File: config.mk
export PLATFORM = sky130hd
export DESIGN_NAME = nfs_seq
export DESIGN_NICKNAME = d
export VERILOG_FILES = /design/src/rtl/nfs_pkg.sv /design/src/rtl/nfs_cmd_gen.sv /design/src/rtl/nfs_lane_poll.sv /design/src/rtl/nfs_seq.sv
export SDC_FILE = /design/constraint.sdc
export NUM_CORES = 1
export LEC_CHECK = 0
export ABC_AREA = 1
export BUFFER_PORTS_ARGS = -buffer_cell sky130_fd_sc_hd__buf_4
export CORE_MARGIN = 1.5
export CORE_UTILIZATION = 49
export DETAILED_ROUTE_END_ITERATION = 8
export PLACE_DENSITY = 0.78
export SLEW_MARGIN = 40
export SYNTH_ARGS = -nofsm -noshare
export SYNTH_HDL_FRONTEND = slang
export SYNTH_SLANG_ARGS = --single-unit
File: constraint.sdc
create_clock -name clk -period 1.91 [get_ports clk]
set_input_delay 0.0955 -clock clk [delete_from_list [all_inputs] [get_ports clk]]
set_output_delay 0.0955 -clock clk [all_outputs]
set_load 0.01 [all_outputs]
File: src/rtl/nfs_pkg.sv
`timescale 1ns/1ps
package nfs_pkg;

  typedef enum logic [1:0] {
    OP_PROG = 2'd0,
    OP_SECT = 2'd1,
    OP_CHIP = 2'd2,
    OP_RST  = 2'd3
  } nfs_op_e;

  typedef enum logic [2:0] {
    S_IDLE,
    S_WLO,
    S_WHI,
    S_GAP,
    S_RD,
    S_EVAL,
    S_RLO,
    S_RWAIT
  } nfs_st_e;

  function automatic int ns2cyc(input int ns, input int clk_ns);
    int c;
    c = (ns + clk_ns - 1) / clk_ns;
    return (c < 1) ? 1 : c;
  endfunction

  function automatic longint us2cyc(input longint us, input int clk_ns);
    return (us * 1000 + longint'(clk_ns) - 1) / longint'(clk_ns);
  endfunction

  function automatic int imax(input int a, input int b);
    return (a > b) ? a : b;
  endfunction

endpackage

File: src/rtl/nfs_cmd_gen.sv
`timescale 1ns/1ps
module nfs_cmd_gen
  import nfs_pkg::*;
#(
  parameter int AW = 23,
  parameter int LW = 8
) (
  input  nfs_op_e         op,
  input  logic [2:0]      idx,
  input  logic [AW-1:0]   addr,
  input  logic [LW-1:0]   data,
  output logic [AW-1:0]   c_addr,
  output logic [LW-1:0]   c_data,
  output logic            last
);
  localparam logic [AW-1:0] UNL_A = AW'(16'h5555);
  localparam logic [AW-1:0] UNL_B = AW'(16'h2AAA);

  always_comb begin
    c_addr = UNL_A;
    c_data = LW'(8'hAA);
    unique case (idx)
      3'd0: begin c_addr = UNL_A; c_data = LW'(8'hAA); end
      3'd1: begin c_addr = UNL_B; c_data = LW'(8'h55); end
      3'd2: begin
        c_addr = UNL_A;
        c_data = (op == OP_PROG) ? LW'(8'hA0) : LW'(8'h80);
      end
      3'd3: begin
        c_addr = (op == OP_PROG) ? addr : UNL_A;
        c_data = (op == OP_PROG) ? data : LW'(8'hAA);
      end
      3'd4: begin c_addr = UNL_B; c_data = LW'(8'h55); end
      default: begin
        c_addr = (op == OP_CHIP) ? UNL_A : addr;
        c_data = (op == OP_CHIP) ? LW'(8'h10) : LW'(8'h30);
      end
    endcase
  end

  assign last = (op == OP_PROG) ? (idx == 3'd3) : (idx == 3'd5);

endmodule

File: src/rtl/nfs_lane_poll.sv
`timescale 1ns/1ps
module nfs_lane_poll #(
  parameter int LANES = 4,
  parameter int LW    = 8
) (
  input  logic [LANES*LW-1:0] rd,
  input  logic [LANES-1:0]    sel,
  input  logic                exp_bit,
  output logic                match
);
  logic [LANES-1:0] lane_ok;

  for (genvar l = 0; l < LANES; l++) begin : g_lane
    logic lane_unused;
    assign lane_unused = ^rd[l*LW +: LW-1];
    assign lane_ok[l]  = !sel[l] || (rd[l*LW + LW-1] == exp_bit);
  end

  assign match = &lane_ok;

endmodule

File: src/rtl/nfs_seq.sv
`timescale 1ns/1ps
module nfs_seq
  import nfs_pkg::*;
#(
  parameter int     AW          = 23,
  parameter int     LANES       = 4,
  parameter int     LW          = 8,
  parameter int     CLK_NS      = 10,
  parameter int     WP_NS       = 50,
  parameter int     WPH_NS      = 20,
  parameter int     DS_NS       = 50,
  parameter int     AH_NS       = 50,
  parameter int     OEH_NS      = 10,
  parameter int     ACC_NS      = 100,
  parameter int     RP_NS       = 500,
  parameter int     RDY_NS      = 20000,
  parameter longint PROG_TMO_US = 300,
  parameter longint SECT_TMO_US = 15_000_000,
  parameter longint CHIP_TMO_US = 256_000_000
) (
  input  logic                clk,
  input  logic                rst,
  input  logic                req_valid,
  input  logic [1:0]          req_op,
  input  logic [AW-1:0]       req_addr,
  input  logic [LW-1:0]       req_data,
  input  logic [LANES-1:0]    req_lanes,
  output logic                req_ack,
  output logic                busy,
  output logic                done,
  output logic                err,
  output logic [AW-1:0]       fl_addr,
  output logic [LANES*LW-1:0] fl_dout,
  input  logic [LANES*LW-1:0] fl_din,
  output logic                fl_drv,
  output logic                fl_we_n,
  output logic                fl_oe_n,
  output logic [LANES-1:0]    fl_cs_n,
  output logic                fl_rst_n
);
  localparam int DW    = LANES * LW;
  localparam int T_WLO = ns2cyc(imax(WP_NS, imax(DS_NS, AH_NS)), CLK_NS);
  localparam int T_WHI = ns2cyc(WPH_NS, CLK_NS);
  localparam int T_OEH = ns2cyc(OEH_NS, CLK_NS);
  localparam int T_ACC = ns2cyc(ACC_NS, CLK_NS);
  localparam int T_RP  = ns2cyc(RP_NS, CLK_NS);
  localparam int T_RDY = ns2cyc(RDY_NS, CLK_NS);
  localparam int PMAX  = imax(imax(T_WLO, T_WHI), imax(imax(T_OEH, T_ACC), imax(T_RP, T_RDY)));
  localparam int PW    = $clog2(PMAX + 1);
  localparam longint T_PROG = us2cyc(PROG_TMO_US, CLK_NS);
  localparam longint T_SECT = us2cyc(SECT_TMO_US, CLK_NS);
  localparam longint T_CHIP = us2cyc(CHIP_TMO_US, CLK_NS);
  localparam longint T_MAX  = (T_PROG > T_SECT) ? ((T_PROG > T_CHIP) ? T_PROG : T_CHIP)
                                                : ((T_SECT > T_CHIP) ? T_SECT : T_CHIP);
  localparam int TW = $clog2(T_MAX + 2);

  nfs_st_e          state;
  nfs_op_e          op_q;
  logic [AW-1:0]    addr_q;
  logic [LW-1:0]    data_q;
  logic [LANES-1:0] lanes_q;
  logic [2:0]       idx_q;
  logic [PW-1:0]    cnt_q;
  logic [TW-1:0]    tmo_q;
  logic [DW-1:0]    rd_q;
  logic [PW-1:0]    lim_m1;
  logic             phase_end;
  logic [TW-1:0]    tmo_lim;
  logic [AW-1:0]    c_addr;
  logic [LW-1:0]    c_data;
  logic             c_last;
  logic             poll_ok;
  logic             exp_bit;

  nfs_cmd_gen #(.AW(AW), .LW(LW)) u_cmd (
    .op(op_q), .idx(idx_q), .addr(addr_q), .data(data_q),
    .c_addr(c_addr), .c_data(c_data), .last(c_last)
  );

  assign exp_bit = (op_q == OP_PROG) ? data_q[LW-1] : 1'b1;

  nfs_lane_poll #(.LANES(LANES), .LW(LW)) u_poll (
    .rd(rd_q), .sel(lanes_q), .exp_bit(exp_bit), .match(poll_ok)
  );

  always_comb begin
    unique case (state)
      S_WLO:   lim_m1 = PW'(T_WLO - 1);
      S_WHI:   lim_m1 = PW'(T_WHI - 1);
      S_GAP:   lim_m1 = PW'(T_OEH - 1);
      S_RD:    lim_m1 = PW'(T_ACC - 1);
      S_RLO:   lim_m1 = PW'(T_RP - 1);
      S_RWAIT: lim_m1 = PW'(T_RDY - 1);
      default: lim_m1 = '0;
    endcase
  end
  assign phase_end = (cnt_q == lim_m1);

  always_comb begin
    unique case (op_q)
      OP_SECT: tmo_lim = TW'(T_SECT);
      OP_CHIP: tmo_lim = TW'(T_CHIP);
      default: tmo_lim = TW'(T_PROG);
    endcase
  end

  // Bus pins decoded from the single state register
  assign fl_we_n  = (state != S_WLO);
  assign fl_oe_n  = (state != S_RD);
  assign fl_drv   = (state == S_WLO) || (state == S_WHI);
  assign fl_rst_n = (state != S_RLO);
  assign fl_cs_n  = (state inside {S_WLO, S_WHI, S_GAP, S_RD, S_EVAL}) ? ~lanes_q : '1;
  assign fl_addr  = fl_drv ? c_addr : addr_q;
  assign fl_dout  = {LANES{c_data}};

  always_ff @(posedge clk) begin
    if (rst) begin
      state   <= S_IDLE;
      op_q    <= OP_PROG;
      addr_q  <= '0;
      data_q  <= '0;
      lanes_q <= '0;
      idx_q   <= '0;
      cnt_q   <= '0;
      tmo_q   <= '0;
      rd_q    <= '0;
      req_ack <= 1'b0;
      busy    <= 1'b0;
      done    <= 1'b0;
      err     <= 1'b0;
    end else begin
      req_ack <= 1'b0;
      done    <= 1'b0;
      if (state inside {S_WLO, S_WHI, S_GAP, S_RD, S_RLO, S_RWAIT})
        cnt_q <= phase_end ? '0 : cnt_q + 1'b1;
      else
        cnt_q <= '0;
      if (state inside {S_GAP, S_RD, S_EVAL})
        tmo_q <= tmo_q + 1'b1;
      else
        tmo_q <= '0;

      unique case (state)
        S_IDLE: if (req_valid) begin
          op_q    <= nfs_op_e'(req_op);
          addr_q  <= req_addr;
          data_q  <= req_data;
          lanes_q <= req_lanes;
          idx_q   <= '0;
          req_ack <= 1'b1;
          busy    <= 1'b1;
          err     <= 1'b0;
          state   <= (nfs_op_e'(req_op) == OP_RST) ? S_RLO : S_WLO;
        end
        S_WLO: if (phase_end) state <= S_WHI;
        S_WHI: if (phase_end) begin
          if (c_last) state <= S_GAP;
          else begin
            idx_q <= idx_q + 1'b1;
            state <= S_WLO;
          end
        end
        S_GAP: if (phase_end) state <= S_RD;
        S_RD: if (phase_end) begin
          rd_q  <= fl_din;
          state <= S_EVAL;
        end
        S_EVAL: begin
          if (poll_ok || tmo_q >= tmo_lim) begin
            done  <= 1'b1;
            err   <= !poll_ok;
            busy  <= 1'b0;
            state <= S_IDLE;
          end else begin
            state <= S_GAP;
          end
        end
        S_RLO: if (phase_end) state <= S_RWAIT;
        S_RWAIT: if (phase_end) begin
          done  <= 1'b1;
          busy  <= 1'b0;
          state <= S_IDLE;
        end
        default: state <= S_IDLE;
      endcase
    end
  end

  // Checks on the generated bus waveform
  logic [PW-1:0] wlo_run;
  always_ff @(posedge clk) begin
    if (rst) wlo_run <= '0;
    else if (!fl_we_n) wlo_run <= wlo_run + 1'b1;
    else wlo_run <= '0;
  end


  we_width_chk: assert property (@(posedge clk) disable iff (rst)
    $rose(fl_we_n) |-> (wlo_run >= PW'(T_WLO)));


  addr_hold_chk: assert property (@(posedge clk) disable iff (rst)
    (!fl_we_n && $past(!fl_we_n)) |-> ($stable(fl_addr) && $stable(fl_dout) && fl_drv));


  oe_excl_chk: assert property (@(posedge clk) disable iff (rst)
    !fl_oe_n |-> (fl_we_n && !fl_drv));


  rst_cs_chk: assert property (@(posedge clk) disable iff (rst)
    !fl_rst_n |-> (fl_cs_n == '1));


  done_pulse_chk: assert property (@(posedge clk) disable iff (rst)
    done |-> (!busy ##1 !done));


  ack_idle_chk: assert property (@(posedge clk) disable iff (rst)
    req_ack |-> (busy && !$past(busy)));

endmodule

==> results of run 1 <==
==> worst paths after layout <==
path                      end        from  cells after the start  slack [ns]
setup / recovery  fl_dout[21]    idx_q[0]                      9       -0.25
hold reg to reg     addr_q[7]   addr_q[7]                      2        0.45
setup reg to reg     state[0]     op_q[1]                     14       -0.18
hold / removal       rd_q[15]  fl_din[15]                      3       0.009
==> state kept, by name, indices dropped and copies added (netlist names), 2 cells and up <==
| name | cells |
|---|---|
| addr_q | 23 |
| cnt_q | 11 |
| data_q | 8 |
| idx_q | 3 |
| lanes_q | 4 |
| op_q | 2 |
| rd_q | 4 |
| state | 3 |
| tmo_q | 35 |
==> stage by stage <==
step                      setup TNS [ns]  power [mW]  worst slack, ns
after floorplan                 -0.00676        5.68         -0.00676
after global routing              -10.32        10.7           -0.333
after global placement            -0.713        7.36           -0.136
final                              -6.99        10.0           -0.252
after CTS                          -6.41        9.65           -0.240
after detailed placement           -1.67        7.44           -0.197
==> kinds of logic (layout without fill, tap and decap cells) <==
kind of cell | count (synthesis) | count (layout) | share of synthesized area, %
xor+xnor | 12 | 12 | 1.81
fa+ha+maj | 28 | 28 | 6.03
buf+inv | 163 | 307 | 12.3
flops | 97 | 97 | 33.4
simple gates | 337 | 337 | 28.1
compound gates | 192 | 192 | 18.4
==> layer usage <==
layer	vias up	track usage, %	routed length (µm)
met2	207	41.0	7810
li1	2986	-	-
met5	-	0	0
met4	0	10.6	571
met1	2751	33.1	7050
met3	50	6.48	969
==> critical path, delay by kind of cell (launching register included) <==
kind            cells  cell delay (ns)
buf+inv             5             0.50
flops               1             0.37
fa+ha+maj           1             0.17
simple gates        1             0.25
compound gates      2             0.43
==> final cells by class <==
type	instances	area share [%]
multi-input cells	569	45.9
flip-flops and latches	97	25.0
repair buffers	175	17.3
inverters	116	5.84
clock buffers	11	3.21
well taps	143	2.27
clock inverters	5	0.508
==> power by group through the flow <==
stage	sequential, mW	combinational (mW)	clock (mW)
2_1_floorplan	2.54	3.15	0
3_3_place_gp	2.56	4.80	0
3_5_place_dp	2.57	4.86	0
4_1_cts	2.56	5.28	1.81
5_1_grt	2.62	6.15	1.88
6_report	2.58	5.68	1.78
==> timing repair <==
action                                 4_1_cts  5_1_grt
endpoints found under the hold margin        2        0
setup endpoints to repair                   61       78
gates resized for setup                     77       65
pin swaps                                   18       33
hold buffers                                 2        0
buffers inserted                             4       10
==> placed cells by master, fill, tap and decap left out, drive strengths merged, types with 2 or more instances in the layout <==
master,Yosys,routed
a211oi,2,2
a21oi,76,76
a31oi,2,2
a32oi,8,8
buf,30,173
clkbuf,17,11
clkinv,2,4
clkinvlp,0,3
dfxtp,97,97
dlygate4sd3,0,2
ha,28,28
inv,114,114
nand2,146,146
nand3,33,33
nand3b,2,2
nand4,14,14
nor2,95,95
nor3,27,27
nor3b,5,5
nor4,3,3
o211ai,2,2
o21ai,96,96
or2,7,7
or3,2,2
xnor2,3,3
xor2,9,9
==> results.toml, run 1 <==
[status]
outcome = "finished, violations left"
violations = "negative setup slack"

[place]
placed_area_mm2 = 0.00698
dp_hpwl_um = 11600
dpl.cell_count = 1084
routabilityCongestion = 0.919
io_buffers = 110

[sta]
tightestPinTransition_ns = 0.471
finalWorstSetupSlack_ns = -0.252
setup_viol = 36
clock_skew_ns = 0.0108
hold_viol_final = 0
rsz0062_at_grt = "yes"
fin_crit_sh_pct = 113
post-route-min-period_ns = 2.16
max_slew_margin_pct = 68.1
report.final.slew_viol_count = 0
clock.fmax_ghz = 0.462
holdWs_ns = 0.00864

[worst_setup_path]
critPathLaunchType = "flip-flop"
worst-setup-path-type = "flip-flop to output pin"
worstPathArrival_ns = 2.07
cp-end-kind = "output pin"
worstPathRequired_ns = 1.81
crit_path_max_fanout = 5
cp_slowest_stage_delay_ns = 0.37
worstPathCellList = "inv_4 > ha_4 > o21ai_4 > inv_2 > nor3_4 > buf_6 > inv_4 > o2111ai_4 > buf_6"
cp_slowest_cell = "dfxtp_4"

[power_and_ir_drop]
combPwrFrac_pct = 56.6
internal_power_mw = 5.88
p_seq_share_pct = 25.7
pwr-share-clk_pct = 17.7
switching_share_pct = 41.4
p_switching_mw = 4.16
leakage_nw = 3.27
power_density_mw_per_mm2 = 1270
peakVddDrop_v = 0.00111

[finish]
n_antenna_cell = 0
n_fill_cell = 916
design_area_mm2 = 0.00789
final_nets = 1068
area_growth_pct = 35.7
layout-drive-gt1-share_pct = 34.3
seq_area_mm2 = 0.00197
fin_util_pct = 68.8
multi_input_area_mm2 = 0.00362
fin_cells = 1116

[logic_synthesis]
synth_edf_count = 0
ys.flop_type = "dfxtp_1"
async_flop_share_pct = 0
synth-seq-cells = 97
synth_top_area_share_pct = 33.4
synth_top_area_cell = "dfxtp_1"
synthDistinctLibCells = 56
synth_common_cells = "140 x nand2_1, 107 x inv_1, 97 x dfxtp_1"
synth_nets = 929
syn_area_per_cell_um2 = 7.01
yosysMostFrequentCell = "nand2_1"
synth_area_leaders = "dfxtp_1 33%, nand2_1 9.0%, o21ai_0 7.8%"
seq_area_frac_synth_pct = 33.4
synthCells = 829
synth_warnings = 0
syn_area_mm2 = 0.00581

[cts]
cts.clk_slew.worst_paths_ns = 0.07
cts_tree = "yes"
cts_root_buf = "clkbuf_16"
htreeDepth = 3
cts.path.max_buffers = 2
cts_inserted_buffers = 9
insertion_delay_ns = 0.36
clock_sinks = 97

[floorplan]
fp.dieW_um = 112
start_util_pct = 50.7
io_pins = 139
placementRows = 39
die_y_um = 112
core_area_mm2 = 0.0115
dieArea_mm2 = 0.0125

[route]
dr.pass1.iters = 5
via_per_inst = 5.37
drc = 0
num_vias = 5994
wl_per_cell_um = 14.7
wirelength_um = 16400
final_antenna_net_count = 0
drt_iter0_markers = 424

[run]
maxCapViolCount = 0

[grt]
grt_max_degree = 56
grt_pass1_wl_um = 26200
grt_use_total_pct = 25.7
antenna_found_initial = 0
grt_pass1_vias = 5633
grt_overflow = 0

[worst_hold_path]
hp-class = "primary input to flip-flop"
Power figures use the tool's default switching activity.
==> inputs of run 2 (changes only) <==
--- a/config.mk
+++ b/config.mk
@@ -7,7 +7,6 @@
 export LEC_CHECK = 0
 export ABC_AREA = 1
 export BUFFER_PORTS_ARGS = -buffer_cell sky130_fd_sc_hd__buf_4
-export CORE_MARGIN = 1.5
 export CORE_UTILIZATION = 49
 export DETAILED_ROUTE_END_ITERATION = 8
 export PLACE_DENSITY = 0.78
==> run 2 against run 1 <==
Compared with the run above:
- critical path type unchanged
- the flow still finishes with violations (negative setup slack)
- sequential power is essentially flat
- global-route usage is 1.6 points higher
- largest cell class unchanged
- critical endpoint is now fl_addr[12]
- core utilization up 2.2 points
- clock power increased by 21%
- worst hold slack about the same
- non-clock buffer count increased by 9
==> results.toml, run 2 (synthesis results as in run 1) <==
[place]
io_buffers = 110
placed_area_mm2 = 0.00698
dpl.cell_count = 1085
dp_hpwl_um = 11400
routabilityCongestion = 0.939

[worst_setup_path]
r2r_slack_ns = -0.23
crit_family = "compound AO/OA/AOI/OAI gates"
cp-startpoint = "idx_q[0]"
worst-setup-path-type = "flip-flop to output pin"
crit_path_max_fanout = 8
reg2reg_depth = 17
worstPathArrival_ns = 2.10
path_depth = 9
critPathLaunchType = "flip-flop"
cp_slowest_cell = "dfxtp_4"
r2r-end = "state[0]"
crit_buf_inv = 4
cp_slowest_stage_delay_ns = 0.40
worstPathCellList = "inv_6 > ha_4 > o21ai_4 > inv_2 > nor3_4 > buf_6 > o21ai_0 > a32oi_1 > buf_4"
cp-end-kind = "output pin"
crit_path_end = "fl_addr[12]"
r2r-start = "op_q[0]"
worstPathRequired_ns = 1.81

[grt]
grt_pass1_vias = 5780
grt_max_degree = 40
grt_pass1_wl_um = 27300
antenna_found_initial = 0
grt_overflow = 0
grt_use_total_pct = 27.3

[floorplan]
dieArea_mm2 = 0.0123
die_y_um = 111
core_area_mm2 = 0.0115
placementRows = 39
start_util_pct = 50.7
fp.dieW_um = 111
io_pins = 139

[sta]
clock_skew_ns = 0.0118
fin_crit_sh_pct = 115
hold_viol_final = 0
post-route-min-period_ns = 2.20
tightestPinTransition_ns = 0.469
rsz0062_at_grt = "yes"
holdWs_ns = 0.00826
clock.fmax_ghz = 0.455
report.final.slew_viol_count = 0
max_slew_margin_pct = 68.6
finalWorstSetupSlack_ns = -0.287
setup_tns_ns = -8.43
setup_viol = 37

[route]
final_antenna_net_count = 0
wirelength_um = 17700
wl_per_cell_um = 15.7
num_vias = 6166
dr.pass1.iters = 7
via_per_inst = 5.48
drt_iter0_markers = 428
drc = 0

[cts]
cts_tree = "yes"
cts.clk_slew.worst_paths_ns = 0.07
cts.path.max_buffers = 2
clock_sinks = 97
cts_root_buf = "clkbuf_16"
cts_inserted_buffers = 9
htreeDepth = 3
insertion_delay_ns = 0.36

[finish]
n_antenna_cell = 0
layout-drive-gt1-share_pct = 35.7
area_growth_pct = 40.0
reg.largest.list = "tmo_q: 35 flops, addr_q: 23 flops, cnt_q: 11 flops"
largest_reg_flops = 35
max_flop_register = "tmo_q"
design_area_mm2 = 0.00814
final_cell_mix = "161 x buf_4, 127 x nand2_1, 94 x inv_1, 83 x dfxtp_1, 76 x nor2_1"
n_fill_cell = 856
fin_cells = 1125
final_common_cell = "buf_4"
final_nets = 1077

[status]
outcome = "finished, violations left"
violations = "negative setup slack"

[power_and_ir_drop]
switching_share_pct = 41.0
peakVddDrop_v = 0.000916
pwr-share-clk_pct = 19.5
internal_power_mw = 6.49
leakage_nw = 3.37
p_seq_share_pct = 23.6
finalPower_mw = 11.0
combPwrFrac_pct = 56.9
power_density_mw_per_mm2 = 1350
p_switching_mw = 4.51

[run]
maxCapViolCount = 0

[worst_hold_path]
hp-class = "primary input to flip-flop"
min_path_cells = 3
==> run 2: area by class of cell <==
cell class                      instances  area, µm²  area share, %
Clock inverter                          7        125           1.54
Inverter                              116        464           5.71
Timing Repair Buffer                  184       1490           18.3
Clock buffer                            9        225           2.77
Multi-Input combinational cell        569       3690           45.3
Sequential cell                        97       1970           24.2
Tap cell                              143        179           2.20
==> run 2: worst min path at each step <==
stage / start / endpoint / slack (ns)
4_1_cts: req_addr[12] / addr_q[12] / 0.01
6_report: req_addr[20] / addr_q[20] / 0.008
2_1_floorplan: req_data[1] / data_q[1] / 0.24
3_3_place_gp: fl_din[23] / rd_q[23] / 0.35
3_5_place_dp: fl_din[23] / rd_q[23] / 0.36
5_1_grt: req_data[6] / data_q[6] / 0.02
==> run 2: layer usage <==
metal | track usage, % | up-vias | routed length [µm]
met3 | 4.70 | 64 | 1030
met2 | 44.7 | 247 | 8450
met5 | 0 | - | 0
met1 | 34.7 | 2852 | 7540
li1 | - | 3003 | -
met4 | 13.0 | 0 | 689
==> run 2: per-stage QoR <==
step / utilization [%] / worst slack, ns
global route: 70.9 / -0.366
global placement: 60.9 / -0.188
CTS: 67.7 / -0.231
floorplan: - / -0.00676
finish: 70.9 / -0.287
detailed placement: 60.9 / -0.250
==> run 2: power by group through the flow <==
stage	registers, mW	logic (mW)	clock network, mW
after floorplan	2.54	3.15	0
after global placement	2.56	4.82	0
after detailed placement	2.57	4.90	0
after CTS	2.56	5.63	2.16
after global routing	2.63	6.69	2.26
final	2.60	6.25	2.15
==> run 2: tightest hold or removal path, delay by kind of cell <==
kind / cells / cell delay [ns]
AO/OA/AOI/OAI: 2 / 0.17
buffers and inverters: 1 / 0.07
==> run 2: repair_timing <==
item | 4_1_cts | 5_1_grt
cloned | 1 | 1
resized for setup | 100 | 78
setup endpoints to repair | 54 | 63
setup buffers | 8 | 10
endpoints found under the hold margin | 4 | 0
pin swaps | 12 | 24
hold buffers | 4 | 0
==> inputs of run 3 (changes only) <==
--- a/config.mk
+++ b/config.mk
@@ -10,6 +10,7 @@
 export CORE_UTILIZATION = 49
 export DETAILED_ROUTE_END_ITERATION = 8
 export PLACE_DENSITY = 0.78
+export REMOVE_ABC_BUFFERS = 1
 export SLEW_MARGIN = 40
 export SYNTH_ARGS = -nofsm -noshare
 export SYNTH_HDL_FRONTEND = slang
==> run 3 against run 2 <==
Compared with the run above:
- the run still ends with negative setup slack left
- first-iteration DRC count up 15%
- global-route usage is 0.58 points lower
- register-to-register slack better by 0.05 ns
- critical endpoint is now fl_addr[5]
- highest routed layer unchanged
==> results.toml, run 3 (synthesis results as in run 1) <==
[finish]
area_growth_pct = 41.2
max_flop_register = "tmo_q"
reg.largest.list = "tmo_q: 35 flops, addr_q: 23 flops, cnt_q: 11 flops"
final_cell_mix = "171 x buf_4, 128 x nand2_1, 96 x inv_1, 83 x dfxtp_1, 76 x nor2_1"
n_antenna_cell = 0
largest_reg_flops = 35
fin_util_pct = 71.6
layout-drive-gt1-share_pct = 35.8
final_nets = 1092
final_common_cell = "buf_4"
fin_cells = 1140

[worst_setup_path]
cp-end-kind = "output pin"
crit_top_cell = "buf_4"
worstPathArrival_ns = 2.14
crit_path_max_fanout = 8
cp_slowest_cell = "dfxtp_4"
worstPathCellList = "inv_4 > ha_2 > inv_1 > o21ai_4 > nor3_4 > buf_6 > a211oi_4 > buf_4 > buf_12 > o21ai_1 > buf_4"
critPathLaunchType = "flip-flop"
cp_slowest_stage_delay_ns = 0.36
worst-setup-path-type = "flip-flop to output pin"
worstPathRequired_ns = 1.81

[sta]
setup_tns_ns = -9.10
clock_skew_ns = 0.00721
rsz0062_at_grt = "yes"
holdWs_ns = 0.00230
finalWorstSetupSlack_ns = -0.324
max_slew_margin_pct = 72.8
hold_viol_final = 0
tightestPinTransition_ns = 0.407
fin_crit_sh_pct = 117
report.final.slew_viol_count = 0
setup_viol = 40
post-route-min-period_ns = 2.23
clock.fmax_ghz = 0.448

[route]
num_vias = 6216
drt_iter0_markers = 491
wirelength_um = 18200
drc = 0
dr.pass1.iters = 5
wl_per_cell_um = 16.0
via_per_inst = 5.45
final_antenna_net_count = 0

[floorplan]
core_area_mm2 = 0.0115
io_pins = 139
fp.dieW_um = 111
die_y_um = 111
placementRows = 39
start_util_pct = 50.7
dieArea_mm2 = 0.0123

[place]
routabilityCongestion = 0.912
dpl.cell_count = 1099
pre_cts_slack_ns = -0.323
io_buffers = 110
dp_hpwl_um = 11400

[power_and_ir_drop]
leakage_nw = 3.41
peakVddDrop_v = 0.00111
power_density_mw_per_mm2 = 1330

[cts]
clock_sinks = 97
cts.clk_slew.worst_paths_ns = 0.07
cts.path.max_buffers = 2
htreeDepth = 3
insertion_delay_ns = 0.36
cts_tree = "yes"
cts_inserted_buffers = 9
cts_root_buf = "clkbuf_16"

[grt]
grt_use_total_pct = 26.7
antenna_found_initial = 0
grt_max_degree = 26
grt_pass1_vias = 5736
grt_pass1_wl_um = 26700
grt_overflow = 0

[run]
maxCapViolCount = 0

[status]
outcome = "finished, violations left"
violations = "negative setup slack"

[worst_hold_path]
hp-class = "primary input to flip-flop"
==> run 3: per-stage QoR <==
stage	total power, mW	instance area (µm²)
after floorplan	5.11	5540
after global placement	7.46	7060
after detailed placement	7.54	7060
after CTS	10.2	7820
after global routing	11.4	8210
final	10.9	8210
==> run 3: final timing paths <==
check | startpoint | endpoint | slack (ns) | depth (start not counted)
worst max register to register | op_q[1] | state[0] | -0.18 | 17
worst min-delay path | fl_din[23] | rd_q[23] | 0.002 | 3
worst min register to register | addr_q[22] | addr_q[22] | 0.45 | 2
worst max-delay path | idx_q[1] | fl_addr[5] | -0.32 | 11
==> run 3: area by class of cell <==
cell class / instances / area, µm²
clock buffer: 10 / 229
clock inverter: 6 / 82.6
fill: 809 / 3260
inverter: 116 / 460
multi-input combinational: 569 / 3650
sequential: 97 / 1970
tap: 143 / 179
timing repair buffer: 199 / 1640
==> run 3: routing by layer <==
layer,vias up,global-route usage (%),routed length (µm),share of wire [%]
li1,3034,-,-,-
met1,2877,32.7,7480,41
met2,234,45.8,9000,49
met3,71,5.08,1010,5.5
met4,0,11.0,747,4.1
met5,-,0,0,0
==> run 3: power by group <==
part	total [mW]	switching, mW	internal (mW)
logic	6.36	3.42	2.94
registers	2.60	0.234	2.36
clock network	1.93	0.787	1.14
total	10.9	4.44	6.45
==> run 3: worst max-delay path: cells and delay by family, from the launching register on <==
kind	cells	cell delay [ns]
buf+inv	6	0.70
compound gates	3	0.45
flops	1	0.36
fa+ha+maj	1	0.18
simple gates	1	0.08
==> run 3: what timing repair did <==
item,4_1_cts,5_1_grt
pin swaps,22,26
hold buffers,6,0
hold endpoints to repair,6,0
gates cloned,1,1
setup buffers,8,10
setup endpoints to repair,66,101
gates resized for setup,88,80
